==> config.mk <==
export PLATFORM = sky130hd
export DESIGN_NAME = shpre_hdr_gen
export DESIGN_NICKNAME = d
export VERILOG_FILES = /design/src/rtl/shpre_pkg.sv /design/src/rtl/shpre_scr.sv /design/src/rtl/shpre_crc16.sv /design/src/rtl/shpre_seq.sv /design/src/rtl/shpre_hdr_gen.sv
export SDC_FILE = /design/constraint.sdc
export NUM_CORES = 1
export LEC_CHECK = 0
export ABC_AREA = 0
export BUFFER_PORTS_ARGS = -buffer_cell sky130_fd_sc_hd__buf_2
export CAP_MARGIN = 20
export CORE_MARGIN = 3
export CORE_UTILIZATION = 57
export CTS_CLUSTER_DIAMETER = 50
export DETAILED_ROUTE_END_ITERATION = 7
export GPL_TIMING_DRIVEN = 0
export PLACE_DENSITY = 0.79
export RECOVER_POWER = 100
export SYNTH_ARGS = -nofsm -noshare
export SYNTH_HDL_FRONTEND = slang
export SYNTH_SLANG_ARGS = --single-unit
==> constraint.sdc <==
create_clock -name clk -period 3.5 [get_ports clk]
set_clock_uncertainty 0.2 [all_clocks]
set_input_delay 0.7 -clock clk [delete_from_list [all_inputs] [get_ports clk]]
set_output_delay 0.7 -clock clk [all_outputs]
set_load 0.02 [all_outputs]
==> src/rtl/shpre_pkg.sv <==
package shpre_pkg;

    localparam int SIG_W     = 8;
    localparam int SVC_W     = 8;
    localparam int LEN_W     = 16;
    localparam int CRC_W     = 16;
    localparam int FLD_W     = SIG_W + SVC_W + LEN_W;
    localparam int SCR_W     = 7;
    localparam int SCR_TAP_A = 4;
    localparam int SCR_TAP_B = 7;

    localparam logic [CRC_W-1:0] CRC_POLY   = 16'h1021;
    localparam logic [CRC_W-1:0] CRC_PRESET = 16'hFFFF;

    // Header values; sig sits at the low end so bit 0 is sent first
    typedef struct packed {
        logic [LEN_W-1:0] len;
        logic [SVC_W-1:0] svc;
        logic [SIG_W-1:0] sig;
    } hdr_fields_t;

    typedef enum logic [1:0] {
        PH_SYNC = 2'd0,
        PH_DLM  = 2'd1,
        PH_FLD  = 2'd2,
        PH_CRC  = 2'd3
    } phase_e;

    function automatic logic [CRC_W-1:0] crc_next(input logic [CRC_W-1:0] c,
                                                  input logic d);
        logic fb;
        fb = d ^ c[CRC_W-1];
        return {c[CRC_W-2:0], 1'b0} ^ (fb ? CRC_POLY : '0);
    endfunction

    function automatic logic scr_out(input logic [SCR_W-1:0] s, input logic d);
        return d ^ s[SCR_TAP_A-1] ^ s[SCR_TAP_B-1];
    endfunction

endpackage

==> src/rtl/shpre_scr.sv <==
module shpre_scr
    import shpre_pkg::*;
#(
    parameter logic [SCR_W-1:0] SEED = 7'h6C
) (
    input  logic clk,
    input  logic rst,
    input  logic load,
    input  logic adv,
    input  logic din,
    output logic dout
);

    logic [SCR_W-1:0] st_q;

    always_comb dout = scr_out(st_q, din);

    always_ff @(posedge clk) begin
        if (rst) begin
            st_q <= '0;
        end else if (load) begin
            st_q <= SEED;
        end else if (adv) begin
            st_q <= {st_q[SCR_W-2:0], dout};
        end
    end

    // Scrambler state only moves when loaded or stepped
    assert_scr_hold_R8: assert property (@(posedge clk) disable iff (rst)
        (!load && !adv) |=> $stable(st_q));

endmodule

==> src/rtl/shpre_crc16.sv <==
module shpre_crc16
    import shpre_pkg::*;
(
    input  logic clk,
    input  logic rst,
    input  logic init,
    input  logic upd,
    input  logic shift,
    input  logic din,
    output logic msb
);

    logic [CRC_W-1:0] crc_q;

    always_comb msb = crc_q[CRC_W-1];

    always_ff @(posedge clk) begin
        if (rst) begin
            crc_q <= '0;
        end else if (init) begin
            crc_q <= CRC_PRESET;
        end else if (upd) begin
            crc_q <= crc_next(crc_q, din);
        end else if (shift) begin
            crc_q <= {crc_q[CRC_W-2:0], 1'b0};
        end
    end

    assert_crc_preset_R7: assert property (@(posedge clk) disable iff (rst)
        init |=> (crc_q == CRC_PRESET));

    assert_crc_excl_R7: assert property (@(posedge clk) disable iff (rst)
        !(upd && shift));

endmodule

==> src/rtl/shpre_seq.sv <==
module shpre_seq
    import shpre_pkg::*;
#(
    parameter int                  SYNC_LEN = 56,
    parameter int                  DLM_LEN  = 16,
    parameter logic [DLM_LEN-1:0]  DLM_PAT  = 16'h05CF
) (
    input  logic        clk,
    input  logic        rst,
    input  logic        restart,
    input  logic        tick,
    input  hdr_fields_t fields,
    output phase_e      phase,
    output logic        pre_bit,
    output logic        last
);

    localparam int TOTAL  = SYNC_LEN + DLM_LEN + FLD_W + CRC_W;
    localparam int IDX_W  = $clog2(TOTAL);
    localparam int DLM_IW = $clog2(DLM_LEN);
    localparam int FLD_IW = $clog2(FLD_W);
    localparam logic [IDX_W-1:0] END_DLM = IDX_W'(SYNC_LEN + DLM_LEN);
    localparam logic [IDX_W-1:0] END_FLD = IDX_W'(SYNC_LEN + DLM_LEN + FLD_W);
    localparam logic [IDX_W-1:0] LAST_IX = IDX_W'(TOTAL - 1);

    logic [IDX_W-1:0] idx_q;
    logic [IDX_W-1:0] dlm_off;
    logic [IDX_W-1:0] fld_off;
    logic [FLD_W-1:0] fld_vec;

    always_comb begin
        dlm_off = idx_q - IDX_W'(SYNC_LEN);
        fld_off = idx_q - END_DLM;
        fld_vec = fields;
        last    = (idx_q == LAST_IX);
        if (idx_q < IDX_W'(SYNC_LEN)) begin
            phase   = PH_SYNC;
            pre_bit = 1'b0;
        end else if (idx_q < END_DLM) begin
            phase   = PH_DLM;
            pre_bit = DLM_PAT[dlm_off[DLM_IW-1:0]];
        end else if (idx_q < END_FLD) begin
            phase   = PH_FLD;
            pre_bit = fld_vec[fld_off[FLD_IW-1:0]];
        end else begin
            phase   = PH_CRC;
            pre_bit = 1'b0;
        end
    end

    always_ff @(posedge clk) begin
        if (rst || restart) begin
            idx_q <= '0;
        end else if (tick && !last) begin
            idx_q <= idx_q + 1'b1;
        end
    end

    assert_idx_range_R3: assert property (@(posedge clk) disable iff (rst)
        idx_q <= LAST_IX);

    assert_idx_step_R3: assert property (@(posedge clk) disable iff (rst)
        (!restart && !tick) |=> $stable(idx_q));

endmodule

==> src/rtl/shpre_hdr_gen.sv <==
module shpre_hdr_gen
    import shpre_pkg::*;
#(
    parameter int                 SYNC_LEN = 56,
    parameter int                 DLM_LEN  = 16,
    parameter logic [DLM_LEN-1:0] DLM_PAT  = 16'h05CF,
    parameter logic [SCR_W-1:0]   SCR_SEED = 7'h6C
) (
    input  logic             clk,
    input  logic             rst,
    input  logic             start_i,
    input  logic [SIG_W-1:0] sig_i,
    input  logic [SVC_W-1:0] svc_i,
    input  logic [LEN_W-1:0] len_i,
    input  logic             bit_en_i,
    output logic             bit_o,
    output logic             bit_vld_o,
    output logic             rate_hi_o,
    output logic             busy_o,
    output logic             done_o
);

    hdr_fields_t fields_q;
    phase_e      phase;
    logic        busy_q;
    logic        fin_q;
    logic        accept;
    logic        tick;
    logic        pre_bit;
    logic        last;
    logic        crc_msb;
    logic        raw_bit;
    logic        scr_bit;

    always_comb begin
        accept  = start_i && !busy_q;
        tick    = bit_en_i && busy_q;
        raw_bit = (phase == PH_CRC) ? ~crc_msb : pre_bit;
    end

    shpre_seq #(
        .SYNC_LEN (SYNC_LEN),
        .DLM_LEN  (DLM_LEN),
        .DLM_PAT  (DLM_PAT)
    ) seq_i (
        .clk     (clk),
        .rst     (rst),
        .restart (accept),
        .tick    (tick),
        .fields  (fields_q),
        .phase   (phase),
        .pre_bit (pre_bit),
        .last    (last)
    );

    shpre_crc16 crc_i (
        .clk   (clk),
        .rst   (rst),
        .init  (accept),
        .upd   (tick && (phase == PH_FLD)),
        .shift (tick && (phase == PH_CRC)),
        .din   (raw_bit),
        .msb   (crc_msb)
    );

    shpre_scr #(
        .SEED (SCR_SEED)
    ) scr_i (
        .clk  (clk),
        .rst  (rst),
        .load (accept),
        .adv  (tick),
        .din  (raw_bit),
        .dout (scr_bit)
    );

    always_ff @(posedge clk) begin
        if (rst) begin
            fields_q  <= '0;
            busy_q    <= 1'b0;
            fin_q     <= 1'b0;
            done_o    <= 1'b0;
            bit_o     <= 1'b0;
            bit_vld_o <= 1'b0;
            rate_hi_o <= 1'b0;
        end else begin
            if (accept) begin
                fields_q <= '{len: len_i, svc: svc_i, sig: sig_i};
                busy_q   <= 1'b1;
            end else if (tick && last) begin
                busy_q <= 1'b0;
            end
            fin_q     <= tick && last;
            done_o    <= fin_q;
            bit_vld_o <= tick;
            if (tick) begin
                bit_o     <= scr_bit;
                rate_hi_o <= (phase == PH_FLD) || (phase == PH_CRC);
            end
        end
    end

    always_comb busy_o = busy_q;

    assert_sync_zero_R4: assert property (@(posedge clk) disable iff (rst)
        (busy_q && phase == PH_SYNC) |-> !raw_bit);

    assert_vld_from_tick_R3: assert property (@(posedge clk) disable iff (rst)
        bit_vld_o |-> $past(bit_en_i && busy_o));

    assert_done_after_last_R10: assert property (@(posedge clk) disable iff (rst)
        done_o |-> (!busy_o && !$past(done_o) && $past(bit_vld_o)));

    assert_start_ignored_R11: assert property (@(posedge clk) disable iff (rst)
        (busy_o && start_i && !bit_en_i) |=> busy_o);

    assert_rate_low_sync_R9: assert property (@(posedge clk) disable iff (rst)
        (busy_q && bit_en_i && phase == PH_SYNC) |=> !rate_hi_o);

endmodule

# == Yosys cells after proc, flatten, opt, wreduce, memory -nomap -nowiden ==
# Memory sizes are Yosys's and may differ from the RTL's.
# Cells that the tools add are included.
# op_classes
mux,18
n_eq_ne,3
order_cmp,5
n_reduce_logical,14
bitwise,5
n_addsub,3
# op_table
op,count
16-bit 2-to-1 mux,3
16-bit XOR,1
7-bit < comparator (second input constant),2
7-bit 2-to-1 mux,2
13-bit 2-to-1 mux,1
1-bit 2-to-1 mux,9
7-bit by 1-bit adder with 7-bit output (second input constant),1
7-bit equality test (second input constant),1
7-bit by 6-bit < comparator with 1-bit output (second input constant),1
1-bit logical AND,6
5-bit by 6-bit < comparator with 1-bit output (second input constant),1
1-bit binary-select mux with 5-bit select,1
4-bit by 5-bit < comparator with 1-bit output (second input constant),1
5-bit by 4-bit subtractor with 5-bit output (second input constant),1
2-bit equality test (second input constant),2
2-bit 2-to-1 mux,2
2-bit nonzero test,2
4-bit subtractor (second input constant),1
3-bit nonzero test,1
1-bit XOR,3
1-bit zero test,2
1-bit logical OR,2
2-bit OR reduction,1
1-bit inverter,1
# word_totals
elab_cells,62
romBits,16
inputBits,36
register_bits,68
memories,1
# memory_table
memory,words,width,rd,rd_clocked_by_memory_dff,write_ports,line,text
(no name shown),16,1,1,0,0,shpre_seq.sv:41,pre_bit = DLM_PAT[dlm_off[DLM_IW-1:0]];

# == Depth between registers and ports, before layout ==
# Gate-level depths: netlist of run 1.
# depth
depth_word,12
depth_mapped,9
ltp_nobuf,8

# == Hierarchy ==
# From an unflattened synthesis of run 1, not the netlist that was laid out.
# unflattened
hier_cells,356
hier_area_um2,3578.4
# modules_own_cells
module,cells_per_inst,area_each_um2,seq_area_each_um2,instances
shpre_hdr_gen,170,1884.3,760.7,1
shpre_seq,84,762.0,140.1,1
shpre_crc16,75,639.4,320.3,1
shpre_scr,27,292.8,140.1,1

# == Worst setup path before layout of run 1 ==
# OpenSTA, ideal clock, no wires.
# synth_timing
path_kind,register to register
startpoint,reg seq_i.idx_q[3]
endpoint,reg crc_i.crc_q[12]
path_stages_with_launch,9
setup_time_ns,0.079
arrival_time_ns,2.266
path_slack_ns,0.954
path_cell_list,dfxtp_1 > inv_1 > ha_1 > nor2b_1 > nor3b_1 > clkbuf_1 > nor3_1 > or4_1 > a211oi_2
# synth_between
elab_chain_len,12
# synth_lines
element,line,text
from (decl),shpre_seq.sv:26,logic [IDX_W-1:0] idx_q;
from (signal assigned),shpre_seq.sv:55,idx_q <= idx_q + 1'b1;
5-bit by 4-bit subtractor with 5-bit output,shpre_seq.sv:33,fld_off = idx_q - END_DLM;
1-bit binary-select mux with 5-bit select,shpre_seq.sv:44,pre_bit = fld_vec[fld_off[FLD_IW-1:0]];
1-bit 2-to-1 mux (implied by the code),shpre_seq.sv:44,
1-bit 2-to-1 mux,shpre_seq.sv:42,end else if (idx_q < END_FLD) begin
1-bit 2-to-1 mux,shpre_seq.sv:39,end else if (idx_q < END_DLM) begin
1-bit 2-to-1 mux,shpre_seq.sv:36,if (idx_q < IDX_W'(SYNC_LEN)) begin
1-bit 2-to-1 mux,shpre_hdr_gen.sv:38,raw_bit = (phase == PH_CRC) ? ~crc_msb : pre_bit;
1-bit XOR,shpre_pkg.sv:32,fb = d ^ c[CRC_W-1];
13-bit 2-to-1 mux,shpre_pkg.sv:33,"return {c[CRC_W-2:0], 1'b0} ^ (fb ? CRC_POLY : '0);"
16-bit XOR,shpre_pkg.sv:33,
16-bit 2-to-1 mux,shpre_crc16.sv:22,end else if (upd) begin
16-bit 2-to-1 mux,shpre_crc16.sv:20,end else if (init) begin
to (signal assigned),shpre_crc16.sv:23,"crc_q <= crc_next(crc_q, din);"
to (signal assigned),shpre_crc16.sv:25,"crc_q <= {crc_q[CRC_W-2:0], 1'b0};"
to (decl),shpre_crc16.sv:13,logic [CRC_W-1:0] crc_q;
# Parallel ways exist; a longest one is shown, timed or not. The select of a mux whose other input is x is not followed.
# A chain may end at the register's enable or synchronous reset.

# == Final worst setup path of run 1 ==
# Ends and elaborated chain as after synthesis.

==> results by stage, run 1 <==
Placed design:
- The HPWL after detailed placement is 4761 um.
- The post-placement setup slack is approximately 550 ps.
- Once placement finished, the instance area stood at between 0.003 and 0.004 mm^2.
- During placement, the flow inserted port buffers numbering 40.
- The global placer's final weighted congestion is slightly above 0.8.

Synth:
- Counting flops with an async set or reset pin after synthesis yields a share of 0%.
- The count of distinct cell types in the synthesized netlist is 45.
- The number of nets handed over by synthesis was 401.
- The average cell area after synthesis is a little over 8 um^2.
- Synthesis produced 362 cells.
- The register bit total from synthesis is 68.
- Of all cell types, the one taking the most synthesized area is sky130_fd_sc_hd__dfxtp_1.
- Ranked by total cell area, the synthesized netlist is headed by sky130_fd_sc_hd__dfxtp_1 (45%), sky130_fd_sc_hd__nand2_1 (10%), sky130_fd_sc_hd__a21oi_1 (6.7%).
- The number of warnings printed during yosys synthesis is 0.
- Summed over its instances, the top area cell type makes up 45.28% of the synthesized netlist area.
- The number of synthesized flops with an enable pin is 0.
- The sequential share of the synthesized area is 45.28%.
- The mapped netlist covers 0.003007 mm^2.
- The most instantiated flip-flop cell in the synthesis netlist is sky130_fd_sc_hd__dfxtp_1.

Worst setup path:
- The last element of the critical path is crc_i.crc_q[12].
- The required time reported for the critical path endpoint is 3570 ps.
- The endpoint of the worst-slack reg-to-reg timing path is crc_i.crc_q[12].
- The startpoint of the most critical setup path is seq_i.idx_q[3].
- Counting both buffers and inverters, the worst setup path holds a total of 2.
- Traced cell by cell, the critical path runs through inv_1 > ha_1 > nor2b_1 > nor3b_1 > clkbuf_1 > nor3_1 > or4_1 > a211oi_1.
- The kind of cell with the highest combined delay along the critical path is simple AND/OR/NAND/NOR gates.
- The number of cells on the worst reg-to-reg path is 8.
- The worst setup path is launched from a register.
- STA classifies the critical path endpoint as a register.
- The largest individual stage delay along the critical path comes from the cell sky130_fd_sc_hd__dfxtp_1.
- Along the worst path, the maximum fanout reaches 10.
- Data arrives at the worst endpoint at 3050 ps.
- The source of the worst register-to-register timing path is seq_i.idx_q[3].
- Setup slack on the worst reg-to-reg path comes out at 520 ps.
- The cell count along the critical path is 8.
- The critical path is of the reg -> reg type.
- The highest cell delay on the worst timing path is 510 ps.

Detailed routing:
- The number of nets still failing antenna checks after routing is 0.
- The routed via count divided by cell count is between 5 and 6.
- The starting DRC count in detailed routing is between 150 and 200.
- The average wire per standard cell is 13.64 um.
- The post-route DRC violation count is 0.
- The number of optimization iterations in the first detailed-route pass is 4.
- Across all layers, the routed design uses 2670 vias.
- The aggregate routed wire length is ~6600 um.

Clocking:
- The number of setup buffers added after CTS is 0.
- The number of clock sinks is 68.
- The CTS tree is built.
- The number of clock buffers added by TritonCTS is 9.
- The clock reaches the later pin of the worst-skew pair after 340 ps.
- In this run the clock root is driven by a sky130_fd_sc_hd__clkbuf_8.
- In this run the deepest clock path goes through 2 buffers.
- The number of gates resized after CTS was 0.
- The H-tree was split into 3 levels.
- After clock tree synthesis, the flow added hold-fix buffers numbering 0.
- The register clock-pin slew on the reported worst setup and hold paths is 80 ps.

Power:
- The part of the power in the clock network is between 30 and 40%.
- The cell-internal power is 1252 uW.
- Net switching is around a quarter of the power.
- Of the total power, registers draw 51.0%.
- In this run the static leakage power is around 0.0014 uW.
- The worst-case IR drop observed on VDD is 0.3103 mV.
- Summing internal, switching and leakage power gives 1654 uW.
- The total power per unit cell area is 475.3 mW/mm^2.
- Combinational logic burns a little under a tenth of the power.
- In this run the power spent charging and discharging nets is approximately 400 uW.

Die:
- The initial standard-cell utilization of the core is 61.22%.
- The floorplan row count is 25.
- The floorplan step set the die height to 78.63 um.
- 41 I/O pins were placed.
- After floorplanning, the core was sized to cover 0.004911 mm^2.
- The die covers 0.006182 mm^2.
- The die outline width is 78.63 um.

Timing:
- Measured against its own limit, the worst slew margin works out to between 60% and 70%.
- Summed over all failing endpoints, the final setup total negative slack is 0 ps.
- The final critical-path setup slack is 517.5 ps.
- The final hold violation count is 0.
- Subtracting the final worst setup slack from the clock period gives between 2000 and 3000 ps.
- Hold timing on the final database bottoms out at a slack of 246.8 ps.
- The number of failing setup endpoints in the final timing report is 0.
- The portion of the clock cycle consumed by the worst path in the final layout is a little under nine tenths.
- Setup repair after global routing left no endpoint under its margin.
- Derived from the worst setup path, the maximum achievable clock frequency is 335.3 MHz.
- The transition time of the tightest slew-check pin is 548.3 ps.
- The final count of pins violating max slew came to 0.

GRT:
- The sum of overflow across all layers after global routing is 0.
- The initial antenna violation count was 0.
- Global routing used 23.59% of the available tracks.
- The first global-routing pass estimated between 10000 and 15000 um of wire.
- Entering global routing, the biggest net connects 12 pins.
- The via count of the first global-routing pass was between 2000 and 2500.

Status:
- The flow ran to the end, and the final reports show no timing, DRC or antenna violations.

Run:
- Across the run, the number of max-cap violations was 0.

Final layout:
- The count of inserted antenna diode cells is 0.
- The final non-filler cell area is between 0.003 and 0.004 mm^2.
- Relative to the synthesized area, the layout overhead comes to 15.73%.
- The ratio of cells with drive above 1 in the final layout is 14.83%.
- The layout net count is 452.

Worst hold path:
- The min-delay analysis places its worst path in the category reg -> reg.
layout by cell type, fill, tap and decap left out, types with 4 or more instances in the layout:
cell / n
sky130_fd_sc_hd__a211oi_1: 4
sky130_fd_sc_hd__a21oi_1: 40
sky130_fd_sc_hd__buf_2: 34
sky130_fd_sc_hd__clkbuf_1: 32
sky130_fd_sc_hd__clkbuf_8: 11
sky130_fd_sc_hd__dfxtp_1: 68
sky130_fd_sc_hd__mux2_2: 4
sky130_fd_sc_hd__mux2i_1: 5
sky130_fd_sc_hd__mux4_2: 6
sky130_fd_sc_hd__nand2_1: 80
sky130_fd_sc_hd__nand2b_1: 5
sky130_fd_sc_hd__nand3_1: 4
sky130_fd_sc_hd__nor2_1: 32
sky130_fd_sc_hd__nor2b_1: 8
sky130_fd_sc_hd__nor3_1: 33
sky130_fd_sc_hd__o22ai_1: 4
sky130_fd_sc_hd__xnor2_1: 4
state kept, by name, indices dropped and copies added, names as in the netlist:
name,count
fin_q,1
fields_q,32
crc_i.crc_q,16
busy_o,1
bit_vld_o,1
scr_i.st_q,7
rate_hi_o,1
bit_o,1
seq_i.idx_q,7
done_o,1
how the worst min path moves through the flow:
stage	startpoint	cells past startpoint	slack, ps	endpoint
floorplan	fin_q	1	210	done_o
global placement	fin_q	1	220	done_o
detailed placement	fin_q	1	240	done_o
CTS	fin_q	1	250	done_o
global route	fields_q[22]	2	270	fields_q[22]
finish	fin_q	1	250	done_o
cell type report:
type                       instances  area [um^2]
inverter                           3        11.26
fill                             422         1431
tap                               67        83.83
sequential                        68         1361
multi-input combinational        265         1523
buffer                            26        106.4
clock buffer                      12        155.1
clock inverter                     4        47.55
timing repair buffer              40        191.4
cell usage after synthesis (2+ instances only):
library cell	instances
sky130_fd_sc_hd__or3_1	2
sky130_fd_sc_hd__ha_1	3
sky130_fd_sc_hd__nand2_1	80
sky130_fd_sc_hd__buf_1	3
sky130_fd_sc_hd__nand3_1	4
sky130_fd_sc_hd__nand3b_1	2
sky130_fd_sc_hd__mux2i_1	5
sky130_fd_sc_hd__clkbuf_1	21
sky130_fd_sc_hd__and3_1	2
sky130_fd_sc_hd__a21oi_1	40
sky130_fd_sc_hd__a211oi_1	3
sky130_fd_sc_hd__o22ai_1	4
sky130_fd_sc_hd__mux4_2	6
sky130_fd_sc_hd__xnor2_1	4
sky130_fd_sc_hd__nor2b_1	8
sky130_fd_sc_hd__nor2_1	32
sky130_fd_sc_hd__nor3_1	33
sky130_fd_sc_hd__inv_1	3
sky130_fd_sc_hd__nor4_1	2
sky130_fd_sc_hd__nor3b_1	2
sky130_fd_sc_hd__nand2b_1	5
sky130_fd_sc_hd__dfxtp_1	68
sky130_fd_sc_hd__mux2_2	4
sky130_fd_sc_hd__nor4b_1	2
sky130_fd_sc_hd__xor2_1	3
sky130_fd_sc_hd__or4_1	2
worst reg2reg max path, stage by stage, from the launching register on:
cell and delay [ps]:
sky130_fd_sc_hd__dfxtp_1 510, sky130_fd_sc_hd__inv_1 170, sky130_fd_sc_hd__ha_1 320, sky130_fd_sc_hd__nor2b_1 190
sky130_fd_sc_hd__nor3b_1 440, sky130_fd_sc_hd__clkbuf_1 390, sky130_fd_sc_hd__nor3_1 80, sky130_fd_sc_hd__or4_1 400
sky130_fd_sc_hd__a211oi_1 210
through the flow:
| stage | cells | utilization [%] |
|---|---|---|
| final | 485 | 70.85 |
| after global routing | 485 | 70.85 |
| after CTS | 485 | 71.13 |
| after detailed placement | 469 | 67.01 |
| after global placement | 469 | 67.01 |
| after floorplan | 362 | - |
power groups by stage:
| stage | combinational, uW | sequential (uW) | clock [uW] |
|---|---|---|---|
| floorplan | 110 | 854 | 0 |
| finish | 158 | 843 | 653 |
| detailed placement | 159 | 860 | 0 |
| CTS | 161 | 843 | 660 |
| global placement | 155 | 858 | 0 |
| global route | 179 | 848 | 697 |
per-layer routing:
layer	global-route usage, %	wire (um)	vias up
li1	-	-	1346
met1	30.25	2956	1233
met2	37.27	3102	76
met3	5.963	400	15
met4	10.84	156	0
met5	0	0	-
cells by family after synthesis:
logic type	after synthesis	synth area share [%]
xor+xnor	7	2.039
mux	16	8.531
simple gates	180	27.09
fa+ha+maj	3	1.249
buf+inv	29	3.912
flops	68	45.28
compound gates	59	11.90
Power figures use the tool's default switching activity.
==> inputs of run 2 (changes only) <==
--- a/config.mk
+++ b/config.mk
@@ -8,11 +8,11 @@
 export ABC_AREA = 0
 export BUFFER_PORTS_ARGS = -buffer_cell sky130_fd_sc_hd__buf_2
 export CAP_MARGIN = 20
+export CORE_ASPECT_RATIO = 1.75
 export CORE_MARGIN = 3
 export CORE_UTILIZATION = 57
 export CTS_CLUSTER_DIAMETER = 50
 export DETAILED_ROUTE_END_ITERATION = 7
-export GPL_TIMING_DRIVEN = 0
 export PLACE_DENSITY = 0.79
 export RECOVER_POWER = 100
 export SYNTH_ARGS = -nofsm -noshare
==> run 2 against run 1 <==
Against the previous run:
- the run now ends with capacitance limit, slew limit left
- routed wire length decreased by 4.8%
- critical path type is now in -> reg
- sequential power increased by 0.7%
- highest routed layer unchanged
- critical path depth decreased by 5
- final cell count decreased by 7.2%
- sequential share of layout area increased by 0.83 points
- critical endpoint is now seq_i.idx_q[3]
- register-to-register slack improved by 40 ps
- clock power increased by 7.5%
==> results by stage, run 2 (same netlist as run 1, synthesis figures left out) <==
Worst setup path:
- The critical path endpoint category is a register (unchanged).
- The source of the worst register-to-register timing path is seq_i.idx_q[3] (unchanged).
- The highest cell delay on the worst timing path was 1700 ps (was 510 ps).
- Cell Chain, Critical Path: clkbuf_1 > nand2b_1 > nor2_1 (was inv_1 > ha_1 > nor2b_1 > nor3b_1 > clkbuf_1 > nor3_1 > or4_1 > a211oi_1).
- The required time reported for the critical path endpoint is 3520 ps (was 3570 ps).
- The buffers plus inverters on the worst setup path is 1 (was 2).
- The maximum fanout along the worst path is 59 (was 10).
- The cell count along the critical path is 3 (was 8).
- The data arrival time of the critical path is 3020 ps (was 3050 ps).
- The startpoint of the most critical setup path is rst (was seq_i.idx_q[3]).
- The slowest cell on the critical path is sky130_fd_sc_hd__clkbuf_1 (was sky130_fd_sc_hd__dfxtp_1).
- The classification of the worst setup path is in -> reg (was reg -> reg).
- The family with the most delay on the worst path is buffers and inverters (was simple AND/OR/NAND/NOR gates).
- The startpoint class of the critical path is a primary input (was register).
- The worst reg2reg path depth was 7 (was 8).

Timing:
- The number of failing setup endpoints in the final timing report was 0 (unchanged).
- The worst slew margin relative to its limit is -62.14% (was 63.44%).
- The final count of pins violating max slew is 60 (was 0).
- The final hold violation count is 0 (unchanged).
- The portion of the clock cycle consumed by the worst path in the final layout is 85.82% (was 85.22%).
- The post-layout minimum cycle time is 3004 ps (was 2983 ps).
- The total negative slack for setup checks is 0 ps (unchanged).
- Setup repair after global routing missed its margin: no (unchanged).
- The top achievable clock speed came to 332.9 MHz (was 335.3 MHz).
- The transition time of the tightest slew-check pin came to 2432 ps (was 548.3 ps).

Power:
- The part of the power in combinational logic is 8.6% (was 9.6%).
- The worst ir drop on vdd is 0.3413 mV (was 0.3103 mV).
- The standby leakage power is 0.001353 uW (was 0.001370 uW).
- The net switching component of the power came to 392.5 uW (was 402.0 uW).
- The part of the power in the clock network is 41.4% (was 39.5%).
- The proportion of power drawn by flip-flops and latches is 50.0% (was 51.0%).
- The total power per unit cell area is 498.0 mW/mm^2 (was 475.3 mW/mm^2).
- The cell-internal power is 1304 uW (was 1252 uW).
- The switching part of the total power came to 23.13% (was 24.31%).

Final layout:
- The count of inserted antenna diode cells is 0 (unchanged).
- The number of fill cells in the layout came to 421 (was 422).
- Largest registers: fields_q x32, crc_i.crc_q x16 (unchanged).
- The ratio of cells with drive above 1 in the final layout is 16.41% (was 14.83%).
- The most common library cell in the layout ignoring fill and taps is sky130_fd_sc_hd__nand2_1 (unchanged).
- Commonest cells after routing, fill and taps aside: sky130_fd_sc_hd__nand2_1 (80), sky130_fd_sc_hd__dfxtp_1 (68), sky130_fd_sc_hd__a21oi_1 (40) (unchanged).
- The layout net count came to 430 (was 452).
- The share of the core filled with cells is 67.87% (was 70.85%).
- The flip-flop count of the largest register after layout was 32 (unchanged).
- The top register by number of flip-flops was fields_q (unchanged).
- The layout-stage area growth over the synthesis result is 13.32% (was 15.73%).
- The number of standard cells in the final layout excluding fillers is 450 (was 485).
- The final non-filler cell area was 0.003407 mm^2 (was 0.003480 mm^2).

Detailed routing:
- The aggregate routed wire length is 6300 um (was 6616 um).
- The overall via count from detail_route was 2585 (was 2670).
- The starting DRC count in detailed routing is 77 (was 197).
- The number of nets still failing antenna checks after routing was 0 (unchanged).
- The number of optimization iterations in the first detailed-route pass came to 5 (was 4).
- The post-route DRC violation count is 0 (unchanged).
- The routed via count divided by cell count is 5.744 (was 5.505).
- The average wire per standard cell is 14.00 um (was 13.64 um).

Die:
- The I/O pin count was 41 (unchanged).
- The area of the core came to 0.005020 mm^2 (was 0.004911 mm^2).
- The overall die height is 102.1 um (was 78.63 um).
- The floorplan row count is 34 (was 25).
- The initial standard-cell utilization of the core is 59.90% (was 61.22%).
- The area of the die was 0.006216 mm^2 (was 0.006182 mm^2).
- The die outline width was 60.90 um (was 78.63 um).

Placed design:
- The cell count after placement is 434 (was 469).
- The instance area at placement came to 0.003206 mm^2 (was 0.003291 mm^2).
- The number of buffers inserted by port buffering is 40 (unchanged).
- The HPWL after detailed placement is 4451 um (was 4761 um).
- The global placer's final weighted congestion came to 0.8541 (was 0.8119).

Clocking:
- The H-tree depth reported by CTS is 3 (unchanged).
- The number of buffers inserted during clock tree synthesis is 9 (unchanged).
- The number of cells upsized or downsized after cts came to 0 (unchanged).
- The post-CTS setup buffer count is 0 (unchanged).
- The latest clock arrival within the worst-skew pair is 350 ps (was 340 ps).
- The number of clock sinks came to 68 (unchanged).
- The register clock-pin slew on the reported worst setup and hold paths is 70 ps (was 80 ps).
- The maximum clock path buffer count is 2 (unchanged).
- The CTS tree is built (unchanged).
- The clock root buffer was sky130_fd_sc_hd__clkbuf_8 (unchanged).
- The number of buffers inserted by hold repair at cts is 0 (unchanged).

Status:
- The checks that failed: capacitance limit, slew limit.
- Run status: complete, but fails checks (was finished clean).

GRT:
- The first-pass GRT wire length is 10760 um (was 11350 um).
- The via count of the first global-routing pass is 2448 (was 2482).
- The maximum number of pins on one net before global-route repair is 60 (was 12).
- The total track usage is 23.07% (was 23.59%).
- The initial antenna violation count is 0 (unchanged).
- The sum of overflow across all layers after global routing is 0 (unchanged).

Run:
- The max-capacitance violation count is 1 (was 0).

Worst hold path:
- The worst hold path depth was 1 (unchanged).
- The start point of the worst min-delay path is fin_q (unchanged).
- The worst min-delay path category is reg -> reg (unchanged).
run 2: final timing paths:
kind / to / slack [ps]
worst max-delay path: seq_i.idx_q[3] / 500
worst min-delay path: done_o / 240
worst max register to register: crc_i.crc_q[12] / 560
worst min register to register: done_o / 240
run 2: worst register-to-register path, cell delays in order, from the launching register on:
cell,delay [ps]
sky130_fd_sc_hd__dfxtp_1,490
sky130_fd_sc_hd__inv_1,160
sky130_fd_sc_hd__ha_1,300
sky130_fd_sc_hd__nor2b_1,190
sky130_fd_sc_hd__nor3b_2,790
sky130_fd_sc_hd__nor3_1,100
sky130_fd_sc_hd__or4_1,430
sky130_fd_sc_hd__a211oi_1,210
run 2: final cells by class:
cell class,instances,area (um^2),area share (%)
clock buffers,12,145.1,4.260
inverters,3,11.26,0.3305
flip-flops and latches,68,1361,39.96
clock inverters,4,72.57,2.130
multi-input cells,265,1530,44.91
repair buffers,44,219.0,6.427
well taps,54,67.56,1.983
run 2: power by group through the flow:
stage	clock network, uW	logic (uW)	registers [uW]
after floorplan	0	110	854
after global placement	0	143	864
final	702	146	849
after CTS	715	148	849
after global routing	743	167	854
after detailed placement	0	146	866
run 2: routing by layer:
layer / vias to the layer above / wire length, um / track usage (%)
met5: - / 0 / 0
met4: 0 / 224 / 13.69
met3: 22 / 212 / 5.183
met1: 1208 / 2544 / 26.65
li1: 1301 / - / -
met2: 54 / 3318 / 37.84
run 2: through the flow:
stage	hold slack (ps)	setup slack (ps)	power [uW]
2_1_floorplan	213.8	954.2	964.1
3_3_place_gp	223.5	719.9	1007
3_5_place_dp	222.3	593.9	1012
4_1_cts	237.5	579.7	1712
5_1_grt	268.4	239.6	1764
6_report	236.0	496.2	1697
==> inputs of run 3 (changes only) <==
--- a/config.mk
+++ b/config.mk
@@ -5,16 +5,15 @@
 export SDC_FILE = /design/constraint.sdc
 export NUM_CORES = 1
 export LEC_CHECK = 0
-export ABC_AREA = 0
 export BUFFER_PORTS_ARGS = -buffer_cell sky130_fd_sc_hd__buf_2
 export CAP_MARGIN = 20
 export CORE_ASPECT_RATIO = 1.75
-export CORE_MARGIN = 3
+export CORE_MARGIN = 2
 export CORE_UTILIZATION = 57
 export CTS_CLUSTER_DIAMETER = 50
 export DETAILED_ROUTE_END_ITERATION = 7
 export PLACE_DENSITY = 0.79
-export RECOVER_POWER = 100
+export RECOVER_POWER = 25
 export SYNTH_ARGS = -nofsm -noshare
 export SYNTH_HDL_FRONTEND = slang
 export SYNTH_SLANG_ARGS = --single-unit
==> run 3 against run 2 <==
Against the previous run:
- the flow finishes with violations (DRC, capacitance limit, slew limit)
- global-route usage is 0.36 points higher
- cell area increased by 0.77%
- die area fell by 5.2%
- critical path depth stayed put
- sequential power hardly changed
- sequential share of layout area fell by 0.31 points
- hold slack gained 16 ps
- count of clock-buffer cells in the layout decreased by 1
- largest cell class unchanged
- highest routed layer unchanged
==> results by stage, run 3 (same netlist as run 1, synthesis figures left out) <==
Placed design:
- The number of buffers inserted by port buffering is 40 (unchanged).
- The post-placement setup slack was 605.9 ps (was 593.9 ps).
- The global placer's final weighted congestion is 0.8629 (was 0.8541).
- The instance area at placement was 0.003207 mm^2 (was 0.003206 mm^2).
- The HPWL after detailed placement is 4319 um (was 4451 um).

Power:
- The overall power of the completed layout was 1729 uW (was 1697 uW).
- The standby leakage power is 0.001372 uW (was 0.001353 uW).
- The worst ir drop on vdd was 0.4207 mV (was 0.3413 mV).
- The total power per unit cell area is 503.5 mW/mm^2 (was 498.0 mW/mm^2).

Worst setup path:
- The startpoint class of the critical path is a primary input (unchanged).
- The maximum fanout along the worst path is 59 (unchanged).
- The classification of the worst setup path is in -> reg (unchanged).
- Cell Chain, Critical Path: clkbuf_1 > nand2b_1 > nor3_1 (was clkbuf_1 > nand2b_1 > nor2_1).
- The required time reported for the critical path endpoint was 3500 ps (was 3520 ps).
- The highest cell delay on the worst timing path is 1680 ps (was 1700 ps).
- The critical path endpoint category was a register (unchanged).
- The slowest cell on the critical path is sky130_fd_sc_hd__clkbuf_1 (unchanged).
- The data arrival time of the critical path is 3020 ps (about the same).

Timing:
- The total negative slack for setup checks was 0 ps (unchanged).
- The final count of pins violating max slew is 60 (unchanged).
- Setup repair after global routing missed its margin: no (unchanged).
- The post-layout minimum cycle time is 3022 ps (was 3004 ps).
- The portion of the clock cycle consumed by the worst path in the final layout is 86.34% (was 85.82%).
- The final critical-path setup slack is 478.0 ps (was 496.2 ps).
- The transition time of the tightest slew-check pin came to 2399 ps (was 2432 ps).
- The worst slew margin relative to its limit is -59.91% (was -62.14%).
- The final hold violation count came to 0 (unchanged).
- The number of failing setup endpoints in the final timing report is 0 (unchanged).
- The top achievable clock speed came to 330.9 MHz (was 332.9 MHz).

Die:
- The floorplan row count came to 35 (was 34).
- The die outline width was 58.90 um (was 60.90 um).
- The area of the die is 0.005894 mm^2 (was 0.006216 mm^2).
- The overall die height is 100.1 um (was 102.1 um).
- The area of the core is 0.005167 mm^2 (was 0.005020 mm^2).
- The I/O pin count is 41 (unchanged).
- The initial standard-cell utilization of the core is 58.18% (was 59.90%).

Final layout:
- The ratio of cells with drive above 1 in the final layout is 17.42% (was 16.41%).
- The share of the core filled with cells was 66.44% (was 67.87%).
- Commonest cells after routing, fill and taps aside: sky130_fd_sc_hd__nand2_1 (80), sky130_fd_sc_hd__dfxtp_1 (68), sky130_fd_sc_hd__a21oi_1 (40) (unchanged).
- The count of inserted antenna diode cells is 0 (unchanged).
- Largest registers: fields_q x32, crc_i.crc_q x16 (unchanged).
- The number of fill cells in the layout is 441 (was 421).
- The layout net count came to 430 (unchanged).
- The final non-filler cell area is 0.003433 mm^2 (was 0.003407 mm^2).
- The most common library cell in the layout ignoring fill and taps is sky130_fd_sc_hd__nand2_1 (unchanged).
- The flip-flop count of the largest register after layout is 32 (unchanged).
- The layout-stage area growth over the synthesis result is 14.19% (was 13.32%).
- The top register by number of flip-flops is fields_q (unchanged).

GRT:
- The via count of the first global-routing pass is 2398 (was 2448).
- The initial antenna violation count is 0 (unchanged).
- The maximum number of pins on one net before global-route repair is 60 (unchanged).
- The sum of overflow across all layers after global routing is 0 (unchanged).
- The first-pass GRT wire length is 10600 um (was 10760 um).
- The total track usage is 23.44% (was 23.07%).

Clocking:
- The latest clock arrival within the worst-skew pair is 340 ps (was 350 ps).
- The post-CTS setup buffer count is 0 (unchanged).
- The H-tree depth reported by CTS is 3 (unchanged).
- The number of buffers inserted during clock tree synthesis is 9 (unchanged).
- The number of clock sinks is 68 (unchanged).
- The maximum clock path buffer count is 2 (unchanged).
- The register clock-pin slew on the reported worst setup and hold paths is 70 ps (about the same).
- The number of buffers inserted by hold repair at cts is 0 (unchanged).
- The CTS tree is built (unchanged).
- The clock root buffer is sky130_fd_sc_hd__clkbuf_8 (unchanged).
- The number of cells upsized or downsized after cts came to 0 (unchanged).

Detailed routing:
- The routed via count divided by cell count was 5.725 (was 5.744).
- The starting DRC count in detailed routing came to 76 (was 77).
- The post-route DRC violation count is 4 (was 0).
- The average wire per standard cell is 13.56 um (was 14.00 um).
- The number of optimization iterations in the first detailed-route pass is 6 (was 5).
- The aggregate routed wire length came to 6117 um (was 6300 um).
- The number of nets still failing antenna checks after routing is 0 (unchanged).
- The overall via count from detail_route came to 2582 (was 2585).

Status:
- Violations in the final reports: DRC, capacitance limit, slew limit (was capacitance limit, slew limit).
- Run status: complete, but fails checks (unchanged).

Run:
- The max-capacitance violation count came to 1 (unchanged).

Worst hold path:
- The worst min-delay path category is reg -> reg (unchanged).
## run 3: cell count changes in the layout (fill, tap and decap cells not counted), sizes merged
cell	change
clkbuf	-2
buf	+1
clkinv	+1
clkinvlp	-1
inv	+1
## run 3: layout make-up
type	count	area, um^2	area share [%]
multi-input combinational	265	1535	44.72
clock inverter	5	82.58	2.405
clock buffer	11	151.4	4.410
tap	55	68.82	2.004
sequential	68	1361	39.65
timing repair buffer	44	222.7	6.487
inverter	3	11.26	0.3280
## run 3: metrics by stage
step,cells,hold slack [ps]
after floorplan,362,213.8
after global placement,435,244.1
after detailed placement,435,247.6
after CTS,451,257.2
after global routing,451,271.0
final,451,252.2
## run 3: metal layers
metal  vias up  routed length, um  GRT usage (%)
li1       1307                  -              -
met1      1201               2441          25.64
met2        58               3273          40.60
met3        16                205          5.928
met4         0                197          11.71
met5         -                  0              0
## run 3: power by group
group          total [uW]  leakage (uW)  internal (uW)  switching, uW
sequential            848      0.000559            817           31.2
combinational         147      0.000693           67.6           79.9
clock                 733      0.000120            443            291
total                1730       0.00137           1330            402
## run 3: critical path, delay by kind of cell
| kind | cells | cell delay (ps) |
|---|---|---|
| and+or+nand+nor | 2 | 640 |
| buffers and inverters | 1 | 1680 |
## run 3: final timing paths
check	startpoint	to	slack (ps)	cells after the start
worst max-delay path	rst	scr_i.st_q[0]	480	3
worst min-delay path	scr_i.st_q[0]	scr_i.st_q[1]	250	2
worst max register to register	seq_i.idx_q[3]	crc_i.crc_q[12]	630	7
worst min register to register	scr_i.st_q[0]	scr_i.st_q[1]	250	2
